### src/rtl/sbs_pkg.sv
package sbs_pkg;
  localparam int LEN_CODE_W = 3;
  localparam logic [LEN_CODE_W-1:0] ROW_CODE = 3'd7;
endpackage

### src/rtl/sbs_len_decode.sv
module sbs_len_decode
  import sbs_pkg::*;
#(
  parameter int COL_W    = 10,
  parameter int MAX_LOG2 = 3
) (
  input  logic [LEN_CODE_W-1:0] code_i,
  input  logic                  ilv_i,
  output logic [COL_W-1:0]      mask_o,
  output logic                  row_o,
  output logic                  legal_o
);
  logic fixed_len;

  always_comb begin
    fixed_len = (int'(code_i) <= MAX_LOG2);
    row_o     = (code_i == ROW_CODE);
    legal_o   = fixed_len || (row_o && !ilv_i);
  end

  for (genvar b = 0; b < COL_W; b++) begin : g_mask
    assign mask_o[b] = row_o || (int'(code_i) > b);
  end
endmodule

### src/rtl/sbs_col_gen.sv
module sbs_col_gen #(
  parameter int COL_W = 10
) (
  input  logic [COL_W-1:0] base_i,
  input  logic [COL_W-1:0] beat_i,
  input  logic [COL_W-1:0] mask_i,
  input  logic             ilv_i,
  output logic [COL_W-1:0] col_o
);
  logic [COL_W-1:0] sum;

  assign sum = base_i + beat_i;

  for (genvar b = 0; b < COL_W; b++) begin : g_bit
    always_comb begin
      if (!mask_i[b])
        col_o[b] = base_i[b];
      else if (ilv_i)
        col_o[b] = base_i[b] ^ beat_i[b];
      else
        col_o[b] = sum[b];
    end
  end
endmodule

### src/rtl/sbs_beat_ctrl.sv
module sbs_beat_ctrl #(
  parameter int COL_W = 10
) (
  input  logic             clk,
  input  logic             rst_n,
  input  logic             take_i,
  input  logic             reject_i,
  input  logic             stop_i,
  input  logic             row_i,
  input  logic [COL_W-1:0] mask_i,
  output logic             active_o,
  output logic [COL_W-1:0] beat_o,
  output logic             last_o,
  output logic             bad_o
);
  logic             active_q, active_d;
  logic [COL_W-1:0] beat_q, beat_d;
  logic             bad_q, bad_d;
  logic             at_end;

  assign at_end = !row_i && (beat_q == mask_i);

  always_comb begin
    active_d = active_q;
    beat_d   = beat_q;
    bad_d    = 1'b0;
    if (take_i) begin
      active_d = 1'b1;
      beat_d   = '0;
    end else if (reject_i) begin
      active_d = 1'b0;
      bad_d    = 1'b1;
    end else if (stop_i) begin
      active_d = 1'b0;
    end else if (active_q) begin
      if (at_end)
        active_d = 1'b0;
      else
        beat_d = beat_q + 1'b1;
    end
  end

  always_ff @(posedge clk or negedge rst_n) begin
    if (!rst_n) begin
      active_q <= 1'b0;
      beat_q   <= '0;
      bad_q    <= 1'b0;
    end else begin
      active_q <= active_d;
      beat_q   <= beat_d;
      bad_q    <= bad_d;
    end
  end

  assign active_o = active_q;
  assign beat_o   = beat_q;
  assign last_o   = active_q && at_end;
  assign bad_o    = bad_q;
endmodule

### src/rtl/sdram_burst_seq.sv
module sdram_burst_seq
  import sbs_pkg::*;
#(
  parameter int COL_W    = 10,
  parameter int MAX_LOG2 = 3
) (
  input  logic                  clk,
  input  logic                  rst_n,
  input  logic                  start_i,
  input  logic [COL_W-1:0]      start_col_i,
  input  logic [LEN_CODE_W-1:0] len_code_i,
  input  logic                  interleave_i,
  input  logic                  stop_i,
  output logic [COL_W-1:0]      col_o,
  output logic                  beat_valid_o,
  output logic                  beat_last_o,
  output logic                  bad_cfg_o
);
  logic [COL_W-1:0] dec_mask;
  logic             dec_row, dec_legal;
  logic             take, reject;

  logic [COL_W-1:0] base_q, mask_q;
  logic             ilv_q, row_q;
  logic [COL_W-1:0] base_d, mask_d;
  logic             ilv_d, row_d;

  logic [COL_W-1:0] beat;

  sbs_len_decode #(.COL_W(COL_W), .MAX_LOG2(MAX_LOG2)) u_dec (
    .code_i (len_code_i),
    .ilv_i  (interleave_i),
    .mask_o (dec_mask),
    .row_o  (dec_row),
    .legal_o(dec_legal)
  );

  assign take   = start_i && dec_legal;
  assign reject = start_i && !dec_legal;

  always_comb begin
    base_d = base_q;
    mask_d = mask_q;
    ilv_d  = ilv_q;
    row_d  = row_q;
    if (take) begin
      base_d = start_col_i;
      mask_d = dec_mask;
      ilv_d  = interleave_i;
      row_d  = dec_row;
    end
  end

  always_ff @(posedge clk or negedge rst_n) begin
    if (!rst_n) begin
      base_q <= '0;
      mask_q <= '0;
      ilv_q  <= 1'b0;
      row_q  <= 1'b0;
    end else begin
      base_q <= base_d;
      mask_q <= mask_d;
      ilv_q  <= ilv_d;
      row_q  <= row_d;
    end
  end

  sbs_beat_ctrl #(.COL_W(COL_W)) u_ctrl (
    .clk     (clk),
    .rst_n   (rst_n),
    .take_i  (take),
    .reject_i(reject),
    .stop_i  (stop_i),
    .row_i   (row_q),
    .mask_i  (mask_q),
    .active_o(beat_valid_o),
    .beat_o  (beat),
    .last_o  (beat_last_o),
    .bad_o   (bad_cfg_o)
  );

  sbs_col_gen #(.COL_W(COL_W)) u_col (
    .base_i(base_q),
    .beat_i(beat),
    .mask_i(mask_q),
    .ilv_i (ilv_q),
    .col_o (col_o)
  );
endmodule

### config.mk
export PLATFORM = sky130hd
export DESIGN_NAME = sdram_burst_seq
export DESIGN_NICKNAME = d
export VERILOG_FILES = /design/src/rtl/sbs_pkg.sv /design/src/rtl/sbs_len_decode.sv /design/src/rtl/sbs_col_gen.sv /design/src/rtl/sbs_beat_ctrl.sv /design/src/rtl/sdram_burst_seq.sv
export SDC_FILE = /design/constraint.sdc
export NUM_CORES = 1
export LEC_CHECK = 0
export ABC_AREA = 1
export BUFFER_PORTS_ARGS = -buffer_cell sky130_fd_sc_hd__buf_2
export CELL_PAD_IN_SITES_DETAIL_PLACEMENT = 2
export CELL_PAD_IN_SITES_GLOBAL_PLACEMENT = 2
export CORE_MARGIN = 4
export CORE_UTILIZATION = 34
export CTS_CLUSTER_DIAMETER = 50
export DETAILED_ROUTE_END_ITERATION = 10
export PLACE_DENSITY = 0.81
export SETUP_SLACK_MARGIN = 0.15
export SLEW_MARGIN = 20
export SYNTH_ARGS = -nofsm -noshare
export SYNTH_HDL_FRONTEND = slang
export SYNTH_SLANG_ARGS = --single-unit
### constraint.sdc
create_clock -name clk -period 2.7 [get_ports clk]
set_input_delay 0 -clock clk [delete_from_list [all_inputs] [get_ports clk]]
set_output_delay 0 -clock clk [all_outputs]
set_load 0.01 [all_outputs]
; After elaboration in Yosys (flattened, before gate mapping)
; Index checks and enable logic that the tools add are counted.
[classes]
mux = 32
reduce_logical = 18
n_eq_ne = 5
n_bitwise = 10
add_sub_neg = 2
magnitude_cmp = 8
[ops]
columns = op, n
row1 = $mux W10, 5
row2 = $mux W1, 27
row3 = $add A10 B1 Y10 const B, 1
row4 = $add A10 B10 Y10, 1
row5 = $eq A10 B10 Y1, 1
row6 = $xor A1 B1 Y1, 10
row7 = $gt A3 B3 Y1 const B, 3
row8 = $logic_or A1 B1 Y1, 8
row9 = $gt A3 B1 Y1 const B, 2
row10 = $gt A3 B2 Y1 const B, 2
row11 = $logic_and A1 B1 Y1, 5
row12 = $ne A2 B2 Y1 const B, 2
row13 = $reduce_and A4 Y1, 1
row14 = $eq A3 B3 Y1 const B, 1
row15 = $le A3 B2 Y1 const B, 1
row16 = $logic_not A1 Y1, 3
row17 = $ne A2 B1 Y1 const B, 1
row18 = $reduce_bool A2 Y1, 1
[totals]
regBits = 32
wordCells = 82
output_inout_bits = 13

; Longest topological paths before layout
; Gate-level depths: netlist of run 1.
[logic_depth]
word_depth = 7
mapped_depth = 13

; Cells and area by module
; Synthesis of run 1 repeated with hierarchy kept, for this count alone.
[unflattened]
hier_cells = 370
area_unflattened_um2 = 2442.3
[modules_own_cells]
columns = mod, area_each_um2, n_inst, seq_area_each_um2, cells_per_inst
row1 = sbs_beat_ctrl, 892.1, 1, 300.3, 141
row2 = sdram_burst_seq, 870.8, 1, 550.5, 98
row3 = sbs_col_gen, 594.3, 1, 0.0, 113
row4 = sbs_len_decode, 85.1, 1, 0.0, 18

; Worst setup path before layout of run 1
; OpenSTA, ideal clock, no wires.
[synth_timing]
path_kind = register -> output
start = register u_ctrl.beat_q[0] (netlist: u_ctrl.beat_o[0])
end = output col_o[6]
required_ps = 2700
n_path_buf = 0
slack_ps = 838
stages_incl_launch_ff = 10
t_arrival_ps = 1862
cell_sequence = dfrtp_1 > ha_1 > inv_1 > fa_1 > o21ai_0 > nand2_1 > nand2_1 > nand2_1 > xor2_1 > o21ai_0
[synth_between]
elab_chain_cells = 3
[synth_lines]
columns = item, line
row1 = start: declaration, sbs_beat_ctrl.sv:17  ; logic [COL_W-1:0] beat_q, beat_d;
row2 = start signal: assignment, sbs_beat_ctrl.sv:50  ; beat_q <= beat_d;
row3 = $add A10 B10 Y10, sbs_col_gen.sv:12  ; assign sum = base_i + beat_i;
row4 = $mux W1, sbs_col_gen.sv:18  ; else if (ilv_i)
row5 = $mux W1, sbs_col_gen.sv:16  ; if (!mask_i[b])
row6 = end: declaration, sdram_burst_seq.sv:14  ; output logic [COL_W-1:0] col_o,
; No other way between the ends.

; Worst setup path after layout of run 1
; Ends and elaborated chain as after synthesis.

==> impl_metrics.tcl, run 1 <==
set metrics [dict create \
    outcome "finished clean" \
    post-route-util_pct 42.7 \
    antenna_left 0 \
    cts_buffer_depth 2 \
    drc 0 \
    grt_pass1_vias 2400 \
    grt_max_degree 32 \
    fillers 722 \
    hold_path.class "in -> reg" \
    ys_seq_area_share_pct 37.1 \
    finClkSkew_ns 0.00757 \
    critPathArrivalTime_ns 2.29 \
    ioPinCount 31 \
    most-common-layout-cells "nand2_1, dfrtp_1, buf_2" \
    p_leak_uw 0.00136 \
    avgViaCountPerCell 5.02 \
    pre_cts_slack_ns 0.386 \
    worst_pin_slew_ns 0.763 \
    p_per_area_nw_per_um2 576 \
    clk_pin_slew_ns 0.07 \
    die_x_um 86.4 \
    cts_root_buf "clkbuf_8" \
    area_delta_synth_final_pct 21.6 \
    relSlewSlack_pct 49.2 \
    setup.worst_path.class "reg -> out" \
    max-vdd-ir-drop_uv 262 \
    final_common_cell "nand2_1" \
    clock_latency_ns 0.29 \
    wirelength_um 6740 \
    vias 2055 \
    period_share_pct 84.7 \
    setup_tns_ns 0 \
    die_h_um 86.4 \
    synthesis.area_um2 2090 \
    numCtsBuffers 5 \
    dr.pass1.iters 4 \
    clock_sinks 31 \
    required_ns 2.70 \
    overflow 0 \
    grt_pass1_wl_um 11900 \
    dpl.hpwl_um 4890 \
    pwr-share-comb_pct 29.1 \
    htree_levels 2 \
    p_total_uw 1470 \
    power_frac_clock_pct 31.0 \
    setup_viol 0 \
    post_cts_buffers 0 \
    die_area_um2 7470 \
    core_um2 5960 \
    critPathMaxFanout 8 \
    synth_seq_cells 31 \
    syn_inst 289 \
    drive_gt1_share_pct 14.7 \
    rsz0062_at_grt "no" \
    min_period_ns 2.29 \
    drt_iter0_drc 66 \
    wl_per_cell_um 16.5 \
    switching_share_pct 34.8 \
    syn_nets 318 \
    switchingPower_uw 510 \
    setup_ws_ns 0.413 \
    nNetsFinal 363 \
    seqPwrFrac_pct 39.9 \
    yosysUniqueCellTypes 29 \
    yosysWarnings 0 \
    crit_path_end_kind "primary output" \
    start_util_pct 35.1 \
    portBuffers 30 \
    finalWeightedCongestion 0.875 \
    cts_tree "done" \
    finalHoldViolations 0 \
    syn_area_per_cell_um2 7.23 \
    num_rows 28 \
    grt_usage_pct 20.3 \
    max_cap_violations 0 \
    finalMaxSlewViolations 0 \
    critPathLaunchType "register" \
    antenna_found_initial 0 \
    antenna_cells 0 \
    p_int_uw 955 \
    fmax_mhz 437 \
]
layout make-up:
type / count / area (um2) / share of cell area [%]
multi-input combinational: 223 / 1170 / 45.9
sequential: 31 / 777 / 30.6
timing repair buffer: 45 / 298 / 11.7
inverter: 28 / 105 / 4.13
tap: 75 / 93.8 / 3.69
clock buffer: 6 / 72.6 / 2.85
clock inverter: 1 / 30.0 / 1.18
routing by layer:
| metal | up-vias | share of wire [%] | global-route usage (%) |
|---|---|---|---|
| met5 | - | 0 | 0 |
| met4 | 0 | 0.93 | 4.25 |
| met3 | 6 | 2.8 | 3.23 |
| met2 | 32 | 50 | 36.6 |
| met1 | 1017 | 46 | 25.4 |
| li1 | 1000 | - | - |
worst max-delay path, cell delays in order (launching register included):
cell and delay [ns]:
dfrtp_2 0.45, ha_1 0.22, inv_1 0.07, fa_1 0.43
o21ai_2 0.18, nand2_1 0.09, nand2_1 0.07, nand2_1 0.06
xor2_1 0.14, o21ai_0 0.14, buf_2 0.15
what timing repair did:
action                                 CTS  global route
hold buffers                            14             0
resized for setup                        2             2
setup endpoints to repair                2             2
pin swaps                                0             0
endpoints found under the hold margin   44             0
power groups by stage:
stage / logic, uW / clock network (uW) / registers, uW
floorplan: 281 / 0 / 568
global placement: 392 / 0 / 591
detailed placement: 408 / 0 / 594
CTS: 433 / 475 / 586
global route: 497 / 487 / 594
finish: 426 / 454 / 585
synthesized netlist by cell type:
master / n / share of area (%)
nand2_1: 107 / 19
dfrtp_1: 31 / 37
inv_1: 26 / 4.7
nor2_1: 22 / 3.9
nand3_1: 20 / 4.8
o21ai_0: 16 / 3.8
xor2_1: 16 / 6.7
ha_1: 10 / 6.0
a21oi_1: 8 / 1.9
nor3_1: 4 / 0.96
o21ai_2: 3 / 1.3
xnor2_1: 3 / 1.3
a22oi_1: 2 / 0.72
buf_2: 2 / 0.48
buf_6: 2 / 1.1
clkbuf_1: 2 / 0.36
nand2_4: 2 / 1.1
nand4_1: 2 / 0.60
buf_4: 1 / 0.36
clkinv_1: 1 / 0.18
fa_1: 1 / 0.96
inv_2: 1 / 0.18
nand2_2: 1 / 0.30
nand4_2: 1 / 0.60
nor2_2: 1 / 0.30
o21a_1: 1 / 0.36
o21ai_1: 1 / 0.24
o22ai_1: 1 / 0.30
or2_2: 1 / 0.30
state kept, by name, indices dropped and copies added, names as in the netlist:
register         flops
u_ctrl.beat_o       10
base_q              10
u_ctrl.bad_o         1
u_ctrl.active_o      1
mask_q               8
ilv_q                1
cells by family after synthesis:
logic type      count (synthesis)  synth area share [%]
simple gates                  161                  32.1
buf+inv                        35                  7.30
compound gates                 32                  8.62
flops                          31                  37.1
xor+xnor                       19                  7.96
fa+ha+maj                      11                  6.94
final timing paths:
kind,cells past startpoint,slack [ns],endpoint,from
worst min register to register,2,0.54,base_q[9],base_q[9]
max in group asynchronous,2,1.85,u_ctrl.beat_o[0],rst_n
worst max-delay path,10,0.41,col_o[6],u_ctrl.beat_o[0]
worst max register to register,7,1.00,u_ctrl.beat_o[5],u_ctrl.beat_o[6]
worst min-delay path,3,0.02,mask_q[1],len_code_i[1]
min in group asynchronous,2,0.32,base_q[0],rst_n
per-stage QoR:
step | area, um2 | cells | hold WS, ns
after floorplan | 2090 | 289 | -0.296
after global placement | 2290 | 388 | 0.108
after detailed placement | 2290 | 388 | 0.115
after CTS | 2540 | 409 | 0.00114
after global routing | 2540 | 409 | 0.0445
final | 2540 | 409 | 0.0206
No activity file was read; power rests on OpenSTA's default activity.
==> run 2, diff against run 1 <==
CORE_UTILIZATION = 29   (was 34)
PLACE_DENSITY = 0.74   (was 0.81)
clock period = 1.88 ns   (was 2.7 ns; I/O delays follow)
==> run 2 against run 1 <==
Net effect:
- the flow now finishes with violations (negative hold slack, negative setup slack)
- total power rose by 75%
- via count rose by 11%
- first-iteration DRC count fell by 30%
- largest power group is now combinational logic
- flip-flop and latch count did not move
- sequential share of layout area fell by 5.7 points
- cell area rose by 24%
- sequential power rose by 45%
- hold slack got worse by 0.024 ns
- cell count rose by 12%
- die area rose by 16%
- wire length rose by 36%
- largest cell class unchanged
- clock-buffer cell count did not move
- critical path type unchanged
==> impl_metrics.tcl, run 2 (synthesis results as in run 1) <==
set metrics [dict create \
    cts_root_buf "clkbuf_8" \
    switching_share_pct 37.3 \
    hold_slack_ns -0.00386 \
    worstHoldStart "len_code_i[1]" \
    clock_sinks 31 \
    max_cap_violations 0 \
    p_per_area_nw_per_um2 810 \
    worstRegToRegCells 10 \
    critPathLaunchType "register" \
    clock_latency_ns 0.30 \
    slowest_delay_ns 0.40 \
    setup.worst_path.class "reg -> out" \
    finalWeightedCongestion 0.828 \
    grt_pass1_vias 2552 \
    die_x_um 92.9 \
    drt_iter0_drc 46 \
    wl_per_cell_um 19.9 \
    post-route-util_pct 45.7 \
    crit_path_end "col_o[8]" \
    nNetsFinal 392 \
    worstSetupStartpoint "base_q[0]" \
    p_leak_uw 0.00159 \
    finClkSkew_ns 0.00856 \
    power_frac_clock_pct 28.5 \
    finalMaxSlewViolations 0 \
    crit_path_end_kind "primary output" \
    drive_gt1_share_pct 39.6 \
    switchingPower_uw 953 \
    r2r_start "u_ctrl.beat_o[1]" \
    grt_pass1_wl_um 13600 \
    grt_usage_pct 20.8 \
    r2r_end "u_ctrl.beat_o[7]" \
    antenna_found_initial 0 \
    clk_pin_slew_ns 0.08 \
    fmax_mhz 488 \
    crit_buf_inv 2 \
    max-vdd-ir-drop_uv 326 \
    violations "negative hold slack, negative setup slack" \
    antenna_cells 0 \
    core_um2 6910 \
    pwr-share-comb_pct 38.3 \
    critPathTopFamily "adder cells" \
    drc 0 \
    critPathArrivalTime_ns 2.05 \
    worst_pin_slew_ns 0.463 \
    die_h_um 92.9 \
    die_area_um2 8630 \
    path_depth 11 \
    seqPwrFrac_pct 33.1 \
    area_delta_synth_final_pct 51.0 \
    period_share_pct 109 \
    dpl.hpwl_um 5150 \
    cts_tree "done" \
    final_common_cell "nand2_1" \
    wirelength_um 9160 \
    overflow 0 \
    finalHoldViolations 1 \
    cp_slowest_cell "dfrtp_1" \
    numCtsBuffers 5 \
    num_rows 30 \
    min_period_ns 2.05 \
    relSlewSlack_pct 69.1 \
    start_util_pct 30.3 \
    setup_viol 8 \
    hold_path.class "in -> reg" \
    r2r_slack_ns 0.06 \
    dr.pass1.iters 4 \
    cts_buffer_depth 2 \
    critPathMaxFanout 2 \
    most-common-layout-cells "nand2_1, buf_2, buf_4" \
    rsz0062_at_grt "yes" \
    path_common_cell "nand2_2" \
    setup_ws_ns -0.170 \
    required_ns 1.88 \
    portBuffers 30 \
    ioPinCount 31 \
    grt_max_degree 27 \
    htree_levels 2 \
    p_int_uw 1600 \
    cp_cell_sequence "ha_4 -> inv_2 -> fa_2 -> o21ai_2 -> nand2_2 -> o21ai_2 -> nand2_1 -> nand2_2 -> nand3_2 -> nand2_2 -> buf_6" \
    antenna_left 0 \
    vias 2290 \
    avgViaCountPerCell 4.98 \
    outcome "complete, but fails checks" \
]
==> run 2: cell count changes in the layout (fill, tap and decap cells not counted), moves of 9 or more <==
cell | before | now
buf_4 | 1 | 25
nand2_1 | 107 | 86
nand2_2 | 1 | 17
ha_1 | 10 | 1
ha_4 | 0 | 9
==> run 2: worst min path at each step <==
stage | end | slack [ns] | depth (start not counted)
2_1_floorplan | base_q[0] | -0.30 | 0
3_3_place_gp | base_q[2] | -0.01 | 1
3_5_place_dp | base_q[2] | -0.01 | 1
5_1_grt | mask_q[1] | 0.008 | 3
6_report | mask_q[1] | -0.004 | 3
4_1_cts | mask_q[2] | 0.003 | 3
==> run 2: cell type report <==
type	instances	area, um2
repair buffers	73	532
well taps	96	120
flip-flops and latches	31	786
clock inverters	2	35.0
clock buffers	6	82.6
multi-input cells	224	1500
inverters	28	106
fillers	808	3750
==> run 2: through the flow <==
step | setup WS (ns) | setup TNS (ns) | power (uW) | std cells | area [um2]
2_1_floorplan | 0.183 | 0 | 1220 | 289 | 2090
3_3_place_gp | 0.0474 | 0 | 1460 | 422 | 2420
3_5_place_dp | -0.0855 | -0.0855 | 1490 | 422 | 2420
4_1_cts | -0.169 | -0.578 | 2400 | 450 | 2940
5_1_grt | -0.290 | -2.01 | 2700 | 460 | 3160
6_report | -0.170 | -0.969 | 2560 | 460 | 3160
==> run 2: what timing repair did <==
action                     CTS  global route
hold endpoints to repair    29             0
pin swaps                   20            29
buffers inserted             8             9
setup endpoints to repair    9            26
resized for setup           47            44
cloned                       0             1
hold buffers                12             0
==> run 2: power by group through the flow <==
stage          clock (uW)  sequential (uW)  combinational (uW)
5_1_grt               774              857                1070
6_report              729              847                 981
3_5_place_dp            0              831                 661
2_1_floorplan           0              816                 405
4_1_cts               747              838                 820
3_3_place_gp            0              827                 638
==> run 2: metal layers <==
layer | up-vias | wire [um] | GRT usage [%]
met5 | - | 0 | 0
met4 | 0 | 215 | 6.35
met3 | 17 | 216 | 3.41
met2 | 43 | 4930 | 39.1
met1 | 1166 | 3800 | 23.9
li1 | 1064 | - | -
==> run 2: worst register-to-register path: stages (launching register included) <==
cell	delay [ns]
dfrtp_1	0.41
buf_6	0.14
buf_6	0.11
buf_6	0.12
xor2_1	0.15
nor2_1	0.11
nand4_2	0.18
nand2_4	0.22
buf_6	0.16
nand3_1	0.08
nand2_1	0.08
